$ cat src/rtl/pfg_pkg.sv
package pfg_pkg;
  typedef enum logic [1:0] {
    FM_OFF    = 2'b00,
    FM_EVEN   = 2'b01,
    FM_MANUAL = 2'b10,
    FM_AUTO   = 2'b11
  } fault_mode_e;

  function automatic logic mode_active(input logic [1:0] m);
    return m != FM_OFF;
  endfunction
endpackage

$ cat src/rtl/pfg_rst_sync.sv
module pfg_rst_sync (
  input  logic clk,
  input  logic rst_n,
  output logic rst_sync_n
);
  logic [1:0] stage_q;

  always_ff @(posedge clk or negedge rst_n) begin
    if (!rst_n) stage_q <= 2'b00;
    else        stage_q <= {stage_q[0], 1'b1};
  end

  assign rst_sync_n = stage_q[1];
endmodule

$ cat src/rtl/pfg_input_chan.sv
module pfg_input_chan #(
  parameter int CNT_W = 6
) (
  input  logic             clk,
  input  logic             rst_n,
  input  logic             pin,
  input  logic             filt_on,
  input  logic [CNT_W-1:0] thresh,
  input  logic             pol,
  output logic             proc
);
  logic             s1_q, s2_q;
  logic             filt_q, filt_d;
  logic [CNT_W-1:0] cnt_q, cnt_d;
  logic [CNT_W:0]   cnt_inc;

  // two-stage synchronizer
  always_ff @(posedge clk or negedge rst_n) begin
    if (!rst_n) begin
      s1_q <= 1'b0;
      s2_q <= 1'b0;
    end else begin
      s1_q <= pin;
      s2_q <= s1_q;
    end
  end

  // filter next state
  assign cnt_inc = {1'b0, cnt_q} + 1'b1;

  always_comb begin
    filt_d = filt_q;
    cnt_d  = cnt_q;
    if (!filt_on) begin
      filt_d = s2_q;
      cnt_d  = '0;
    end else if (s2_q == filt_q) begin
      cnt_d = '0;
    end else if (cnt_inc >= {1'b0, thresh}) begin
      filt_d = s2_q;
      cnt_d  = '0;
    end else begin
      cnt_d = cnt_inc[CNT_W-1:0];
    end
  end

  always_ff @(posedge clk or negedge rst_n) begin
    if (!rst_n) begin
      filt_q <= 1'b0;
      cnt_q  <= '0;
    end else begin
      filt_q <= filt_d;
      cnt_q  <= cnt_d;
    end
  end

  // bypass mux, then polarity
  assign proc = (filt_on ? filt_q : s2_q) ^ pol;
endmodule

$ cat src/rtl/pfg_flag_bank.sv
module pfg_flag_bank #(
  parameter int NUM_IN = 4
) (
  input  logic              clk,
  input  logic              rst_n,
  input  logic [NUM_IN-1:0] proc,
  input  logic [NUM_IN-1:0] in_en,
  input  logic              mode_on,
  input  logic              rd_stb,
  input  logic              wr_stb,
  input  logic [NUM_IN-1:0] wdata,
  output logic [NUM_IN-1:0] flags,
  output logic              live,
  output logic              ovr
);
  logic [NUM_IN-1:0] prev_q, flag_q, flag_d, arm_q, arm_d, set_v, clr_v;
  logic              ovr_q, ovr_d;

  assign live  = |(proc & in_en);
  assign set_v = proc & ~prev_q & in_en & {NUM_IN{mode_on}};
  assign clr_v = wr_stb ? (arm_q & ~wdata) : '0;

  always_comb begin
    flag_d = (flag_q & ~clr_v) | set_v;
    if (rd_stb)      arm_d = flag_q;
    else if (wr_stb) arm_d = '0;
    else             arm_d = arm_q;
    arm_d = arm_d & ~set_v;
    ovr_d = mode_on & ((|set_v) | (ovr_q & ((|flag_d) | live)));
  end

  always_ff @(posedge clk or negedge rst_n) begin
    if (!rst_n) begin
      prev_q <= '0;
      flag_q <= '0;
      arm_q  <= '0;
      ovr_q  <= 1'b0;
    end else begin
      prev_q <= proc;
      flag_q <= flag_d;
      arm_q  <= arm_d;
      ovr_q  <= ovr_d;
    end
  end

  assign flags = flag_q;
  assign ovr   = ovr_q;
endmodule

$ cat src/rtl/pfg_pair_override.sv
module pfg_pair_override #(
  parameter int NUM_PAIR = 4
) (
  input  logic                  ovr,
  input  logic [NUM_PAIR-1:0]   pair_en,
  input  logic [2*NUM_PAIR-1:0] safe_pol,
  input  logic [2*NUM_PAIR-1:0] pwm_in,
  output logic [2*NUM_PAIR-1:0] pwm_out
);
  for (genvar p = 0; p < NUM_PAIR; p++) begin : g_pair
    assign pwm_out[2*p+1 -: 2] = (ovr && pair_en[p]) ? safe_pol[2*p+1 -: 2]
                                                     : pwm_in[2*p+1 -: 2];
  end
endmodule

$ cat src/rtl/pwm_fault_guard.sv
module pwm_fault_guard #(
  parameter int NUM_IN   = 4,
  parameter int NUM_PAIR = 4,
  parameter int FVAL_W   = 4,
  localparam int CNT_W   = FVAL_W + 2,
  localparam int NUM_CH  = 2 * NUM_PAIR
) (
  input  logic                clk,
  input  logic                rst_n,
  input  logic [NUM_IN-1:0]   fault_raw,
  input  logic [1:0]          fault_mode,
  input  logic [NUM_IN-1:0]   in_en,
  input  logic [NUM_IN-1:0]   filt_en,
  input  logic [FVAL_W-1:0]   filt_val,
  input  logic [NUM_IN-1:0]   in_pol,
  input  logic [NUM_PAIR-1:0] pair_fault_en,
  input  logic [NUM_CH-1:0]   safe_pol,
  input  logic                irq_en,
  input  logic                flag_rd,
  input  logic                flag_wr,
  input  logic [NUM_IN-1:0]   flag_wdata,
  input  logic [NUM_CH-1:0]   pwm_in,
  output logic [NUM_CH-1:0]   pwm_out,
  output logic [NUM_IN-1:0]   fault_flags,
  output logic                fault_any,
  output logic                fault_live,
  output logic                fault_irq
);
  import pfg_pkg::*;

  logic              rst_sync_n;
  logic [NUM_IN-1:0] proc_v;
  logic [CNT_W-1:0]  thresh;
  logic              mode_on;
  logic              ovr_active;

  assign thresh  = {filt_val, 2'b00};
  assign mode_on = mode_active(fault_mode);

  pfg_rst_sync u_rst (
    .clk        (clk),
    .rst_n      (rst_n),
    .rst_sync_n (rst_sync_n)
  );

  for (genvar n = 0; n < NUM_IN; n++) begin : g_in
    pfg_input_chan #(.CNT_W(CNT_W)) u_chan (
      .clk     (clk),
      .rst_n   (rst_sync_n),
      .pin     (fault_raw[n]),
      .filt_on (filt_en[n] && (filt_val != '0)),
      .thresh  (thresh),
      .pol     (in_pol[n]),
      .proc    (proc_v[n])
    );
  end

  pfg_flag_bank #(.NUM_IN(NUM_IN)) u_flags (
    .clk     (clk),
    .rst_n   (rst_sync_n),
    .proc    (proc_v),
    .in_en   (in_en),
    .mode_on (mode_on),
    .rd_stb  (flag_rd),
    .wr_stb  (flag_wr),
    .wdata   (flag_wdata),
    .flags   (fault_flags),
    .live    (fault_live),
    .ovr     (ovr_active)
  );

  pfg_pair_override #(.NUM_PAIR(NUM_PAIR)) u_ovr (
    .ovr      (ovr_active),
    .pair_en  (pair_fault_en),
    .safe_pol (safe_pol),
    .pwm_in   (pwm_in),
    .pwm_out  (pwm_out)
  );

  assign fault_any = |fault_flags;
  assign fault_irq = fault_any & irq_en;
endmodule

$ cat config.mk
export PLATFORM = sky130hd
export DESIGN_NAME = pwm_fault_guard
export DESIGN_NICKNAME = d
export VERILOG_FILES = /design/src/rtl/pfg_pkg.sv /design/src/rtl/pfg_rst_sync.sv /design/src/rtl/pfg_input_chan.sv /design/src/rtl/pfg_flag_bank.sv /design/src/rtl/pfg_pair_override.sv /design/src/rtl/pwm_fault_guard.sv
export SDC_FILE = /design/constraint.sdc
export NUM_CORES = 1
export LEC_CHECK = 0
export ABC_AREA = 1
export CELL_PAD_IN_SITES_DETAIL_PLACEMENT = 0
export CELL_PAD_IN_SITES_GLOBAL_PLACEMENT = 1
export CORE_MARGIN = 1.5
export CORE_UTILIZATION = 39
export CTS_BUF_LIST = sky130_fd_sc_hd__clkbuf_4
export DETAILED_ROUTE_END_ITERATION = 7
export MAX_ROUTING_LAYER = met4
export PLACE_DENSITY = 0.86
export REMOVE_ABC_BUFFERS = 1
export SYNTH_ARGS = -nofsm -noshare
export SYNTH_HDL_FRONTEND = slang
export SYNTH_SLANG_ARGS = --single-unit
$ cat constraint.sdc
create_clock -name clk -period 1.8 [get_ports clk]
set_input_delay 0.18 -clock clk [delete_from_list [all_inputs] [get_ports clk]]
set_output_delay 0.18 -clock clk [all_outputs]
set_load 0.02 [all_outputs]
# Word-level counts from Yosys, hierarchy flattened
# Cells that the tools add are included.
word_totals:
  regBits: 51
  inputBits: 51
  output_inout_bits: 15
classes:
  bitwise: 21
  muxes: 35
  n_eq_ne: 12
  add_sub_neg: 4
  n_lt_le_gt_ge: 4
  n_reduce_logical: 18
op_table:
  columns: ["op", "n"]
  rows:
  - ["two-way mux 6 bit", 12]
  - ["adder 6 x 1 -> 7 bit, second input constant", 4]
  - ["AND 4 bit", 7]
  - ["greater-or-equal comparator 7 x 6 -> 1 bit", 4]
  - ["two-way mux 1 bit", 16]
  - ["inequality test 2 bit, second input constant", 8]
  - ["inverter 4 bit", 4]
  - ["OR reduction 4 bit", 4]
  - ["two-way mux 4 bit", 3]
  - ["logical AND 1 bit", 8]
  - ["two-way mux 2 bit", 4]
  - ["AND reduction 2 bit", 4]
  - ["equality test 1 bit", 4]
  - ["OR 4 bit", 1]
  - ["nonzero test 4 bit", 1]
  - ["bitwise XOR 1 bit", 4]
  - ["AND 1 bit", 3]
  - ["OR 1 bit", 2]
  - ["nonzero test 2 bit", 1]

# Logic depth before layout (Yosys ltp)
# Gate-level depths: netlist (run 1).
depth:
  ltp_word: 13
  ltp_mapped: 13
  ltp_nobuf: 13

# By module
# From an unflattened synthesis (run 1), not the netlist that was laid out.
hier_totals:
  hier_cells: 396
  area_unflattened_um2: 3233.1
modules_own_cells:
  columns: ["mod", "area_each_um2", "n_inst", "seq_area_each_um2", "cells_each"]
  rows:
  - ["pfg_input_chan", 598.1, 4, 225.2, 70]
  - ["pfg_flag_bank", 578.1, 1, 325.3, 67]
  - ["pfg_pair_override", 131.4, 1, 0.0, 29]
  - ["pwm_fault_guard", 77.6, 1, 0.0, 17]
  - ["pfg_rst_sync", 53.8, 1, 50.0, 3]

# Worst setup path after synthesis (run 1)
# Ideal clock, no wire load.
synth_path:
  path_type: "reg-to-reg"
  from: "reg g_in[2].u_chan.cnt_q[0]"
  to: "reg g_in[2].u_chan.filt_q"
  required_ns: 1.683
  slack_ns: -0.281
  setup_time_ns: 0.117
  arrival_ns: 1.965
  n_path_buf: 0
  stages_incl_launch_ff: 14
  path_cell_list: "dfrtp_1 -> ha_1 -> a31o_2 -> nand2_1 -> inv_1 -> ha_1 -> a21oi_1 -> o211ai_1 -> inv_1 -> o221ai_1 -> nor2_1 -> inv_2 -> nand2_1 -> nand2_1"
synth_between:
  elab_chain_len: 4
synth_lines:
  columns: ["element", "line", "source"]
  rows:
  - ["start: declaration", "pfg_input_chan.sv:14", "logic [CNT_W-1:0] cnt_q, cnt_d;"]
  - ["start signal: assignment", "pfg_input_chan.sv:53", "cnt_q <= cnt_d;"]
  - ["adder 6 x 1 -> 7 bit", "pfg_input_chan.sv:29", "assign cnt_inc = {1'b0, cnt_q} + 1'b1;"]
  - ["greater-or-equal comparator 7 x 6 -> 1 bit", "pfg_input_chan.sv:39", "end else if (cnt_inc >= {1'b0, thresh}) begin"]
  - ["inequality test 2 bit (no line)", null, null]
  - ["AND reduction 2 bit (no line)", null, null]
  - ["end signal: assignment", "pfg_input_chan.sv:52", "filt_q <= filt_d;"]
  - ["end: declaration", "pfg_input_chan.sv:13", "logic filt_q, filt_d;"]
# No other way between the ends.
# A chain may end at the register's enable or synchronous reset.

# Worst setup path in the final report (run 1)
layout_path:
  from: "reg g_in[3].u_chan.cnt_q[0]"
  to: "reg g_in[3].u_chan.filt_q"
layout_between:
  elab_chain_len: 4
layout_lines:
  columns: ["element", "line"]
  rows:
  - ["start: declaration", "pfg_input_chan.sv:14"]
  - ["start signal: assignment", "pfg_input_chan.sv:53"]
  - ["adder 6 x 1 -> 7 bit", "pfg_input_chan.sv:29"]
  - ["greater-or-equal comparator 7 x 6 -> 1 bit", "pfg_input_chan.sv:39"]
  - ["inequality test 2 bit (no line)", null]
  - ["AND reduction 2 bit (no line)", null]
  - ["end signal: assignment", "pfg_input_chan.sv:52"]
  - ["end: declaration", "pfg_input_chan.sv:13"]
# No other way between the ends.

==> results of run 1 <==
[sequential cells by signal, indices dropped and copies added, names as in the netlist]
signal and count:
g_in.u_chan.filt_q 4, g_in.u_chan.s2_q 4, u_flags.prev_q 4, u_flags.arm_q 4, u_flags.ovr 1, g_in.u_chan.cnt_q 24, u_flags.flags 4, u_rst.stage_q 2
g_in.u_chan.s1_q 4
[stage by stage]
stage               hold WS [ns]  area [µm²]  worst slack [ns]
floorplan                 -0.116        2950            -0.281
global placement           0.207        4190            -0.443
detailed placement         0.215        4190            -0.473
CTS                        0.215        4650            -0.368
global route               0.206        4810            -0.451
finish                     0.213        4810            -0.340
[where the power goes]
group / switching, mW / total [mW] / internal (mW)
clock network: 0.358 / 0.525 / 0.168
logic: 0.488 / 0.970 / 0.482
registers: 0.0876 / 1.34 / 1.26
total: 0.933 / 2.84 / 1.91
[repair_timing]
action | 4_1_cts | 5_1_grt
gates resized for setup | 82 | 41
setup endpoints to repair | 38 | 38
cloned | 1 | 0
setup buffers | 14 | 9
hold buffers | 1 | 0
hold endpoints to repair | 2 | 0
pin swaps | 37 | 27
[synth_stat cells (all sizes together)]
library cell,instances
a21oi,5
ha,24
o211ai,4
nor2,27
xor2,10
conb,1
nor3,20
inv,60
o21ai,2
and2,1
o31ai,4
xnor2,8
mux2,8
nand2,55
nand4,5
dfrtp,51
nand3b,6
nand3,33
o221ai,4
o22ai,4
a31o,2
[critical path, stage by stage (launching register included)]
cell and delay [ns]:
dfrtp_1 0.39, buf_6 0.11, nand3_2 0.08, nand3b_1 0.22, xor2_2 0.22, inv_2 0.07, ha_4 0.27, inv_2 0.04
nor2_2 0.08, nand3_1 0.10, o221ai_2 0.16, nor2_2 0.08, buf_4 0.14, nand2_2 0.04, o21ai_1 0.05
[cells by family (layout without fill, tap and decap cells)]
group,after synthesis,after routing,synth area share
simple gates,147,148,0.244
buf+inv,60,217,0.0763
flops,51,51,0.433
compound gates,25,25,0.0598
fa+ha+maj,24,24,0.102
xor+xnor,18,18,0.0534
mux,8,8,0.0305
other cells,1,1,0.00127
[area by class of cell]
type,instances,area share
inverters,60,0.0469
well taps,99,0.0258
multi-input cells,224,0.382
clock buffers,6,0.00937
flip-flops and latches,51,0.266
repair buffers,149,0.267
clock inverters,2,0.00260
[routing by layer]
layer | up-vias | share of wire | track usage
met5 | - | 0 | -
met4 | 0 | 0.012 | 0.0608
met3 | 8 | 0.022 | 0.0271
met2 | 36 | 0.53 | 0.364
met1 | 1349 | 0.44 | 0.257
li1 | 1403 | - | -
[how the worst max path moves through the flow]
stage / start / slack [ns] / end / cells past startpoint
2_1_floorplan: g_in[2].u_chan.cnt_q[0]$_DFF_PN0_ / -0.28 / g_in[2].u_chan.filt_q$_DFFE_PN0P_ / 13
3_3_place_gp: filt_val[0] / -0.44 / fault_live / 12
3_5_place_dp: filt_val[0] / -0.47 / fault_live / 12
4_1_cts: g_in[2].u_chan.cnt_q[1]$_DFF_PN0_ / -0.37 / g_in[2].u_chan.cnt_q[1]$_DFF_PN0_ / 14
5_1_grt: g_in[3].u_chan.cnt_q[0]$_DFF_PN0_ / -0.45 / g_in[3].u_chan.cnt_q[3]$_DFF_PN0_ / 13
6_report: g_in[3].u_chan.cnt_q[0]$_DFF_PN0_ / -0.34 / g_in[3].u_chan.filt_q$_DFFE_PN0P_ / 14
==> results.cfg, run 1 <==
[logic_synthesis]
syn_area_um2 = 2950
yosys_warnings = 0
syn_avg_cell_area_um2 = 8.83
ys_top_cells_by_area = dfrtp_1, ha_1, inv_1
synthesis.instances = 334
synth.top_cell.area_share = 0.433
synth.distinct_cells = 27
synth_top_cell_by_area = dfrtp_1
ys_seq_area_frac = 0.433
ys_ff_latch = 51

[drt]
routedWlPerCell_um = 13.7
drt-pass1-iter-count = 4
vias = 2796
via_per_inst = 4.73
wl_um = 8090
drt_iter0_drc = 90
drc = 0
drtAntennaViolNets = 0

[clock_tree]
cts_tree = built
clk_latency_ns = 0.37
cts-buffers-inserted = 5
root_buffer = clkbuf_4
clkSlewWorstSetupHoldPaths_ns = 0.14
cts_buffer_depth = 2
clkSinkCount = 51
cts_max_level = 2

[finish]
multi_input_area_um2 = 1840
drive_gt1_frac = 0.429
finalNonFillerCells = 591
layout_commonest_cell = buf_4
antennaDiodeCount = 0
mostFrequentLayoutCells = buf_4, clkdlybuf4s50_1, inv_1, dfrtp_1, nand2_1
fillers = 620
final_util = 0.659
regArea_um2 = 1280
area_delta_synth_final_pct = 62.9
nets = 566

[floorplan]
io_pins = 66
die_h_um = 90.0
initial_core_util = 0.405
die_w_um = 90.0
rows = 31
dieArea_um2 = 8100
core_um2 = 7290

[worst_setup_path]
r2r_end = g_in[3].u_chan.filt_q$_DFFE_PN0P_
r2r_slack_ns = -0.34
required_ns = 2.07
r2r.worst_path.cells = 14
crit_fanout = 3
worstReg2RegStart = g_in[3].u_chan.cnt_q[0]$_DFF_PN0_
cp-start-kind = register
end_kind = register
worstSetupPathType = reg2reg
cp.arrival_ns = 2.41

[sta]
final.period_utilization = 1.19
min_period_ns = 2.14
rsz0062_at_grt = yes
slew_headroom = 0.431
finalWorstSetupSlack_ns = -0.340
worst_pin_slew_ns = 0.847
achievable-frequency_mhz = 467
final_hold_viol_count = 0
finClkSkew_ns = 0.0219
final-setup-viol-count = 28
slew_viol_final = 0
finalSetupTns_ns = -8.27

[pwr]
peakVddDrop_v = 0.000307
p_leak_nw = 2.28
finalPower_mw = 2.84
powerDensity_nw_per_um2 = 591

[global_route]
grt_use_total = 0.210
grt_pass1_vias = 2955
grt-ovfl-total = 0
grt_pass1_wl_um = 13400
antenna_found_initial = 0
grt_max_degree = 32

[placement]
hpwl_um = 5740
io_buffers = 65
place_inst = 558
place.gp.congestion = 0.843

[status]
violations = setup timing
status = finished, violations left

[run]
cap_violations = 0

[min_path]
min_path_type = reg2async
Note: power is estimated with default switching activity, not from simulation.
==> inputs of run 2 (changes only) <==
--- a/config.mk
+++ b/config.mk
@@ -12,9 +12,11 @@
 export CORE_UTILIZATION = 39
 export CTS_BUF_LIST = sky130_fd_sc_hd__clkbuf_4
 export DETAILED_ROUTE_END_ITERATION = 7
+export GPL_ROUTABILITY_DRIVEN = 1
 export MAX_ROUTING_LAYER = met4
 export PLACE_DENSITY = 0.86
 export REMOVE_ABC_BUFFERS = 1
+export SLEW_MARGIN = 5
 export SYNTH_ARGS = -nofsm -noshare
 export SYNTH_HDL_FRONTEND = slang
 export SYNTH_SLANG_ARGS = --single-unit
==> results of run 2 <==
Final layout, timing and power as in run 1 (identical DEF).
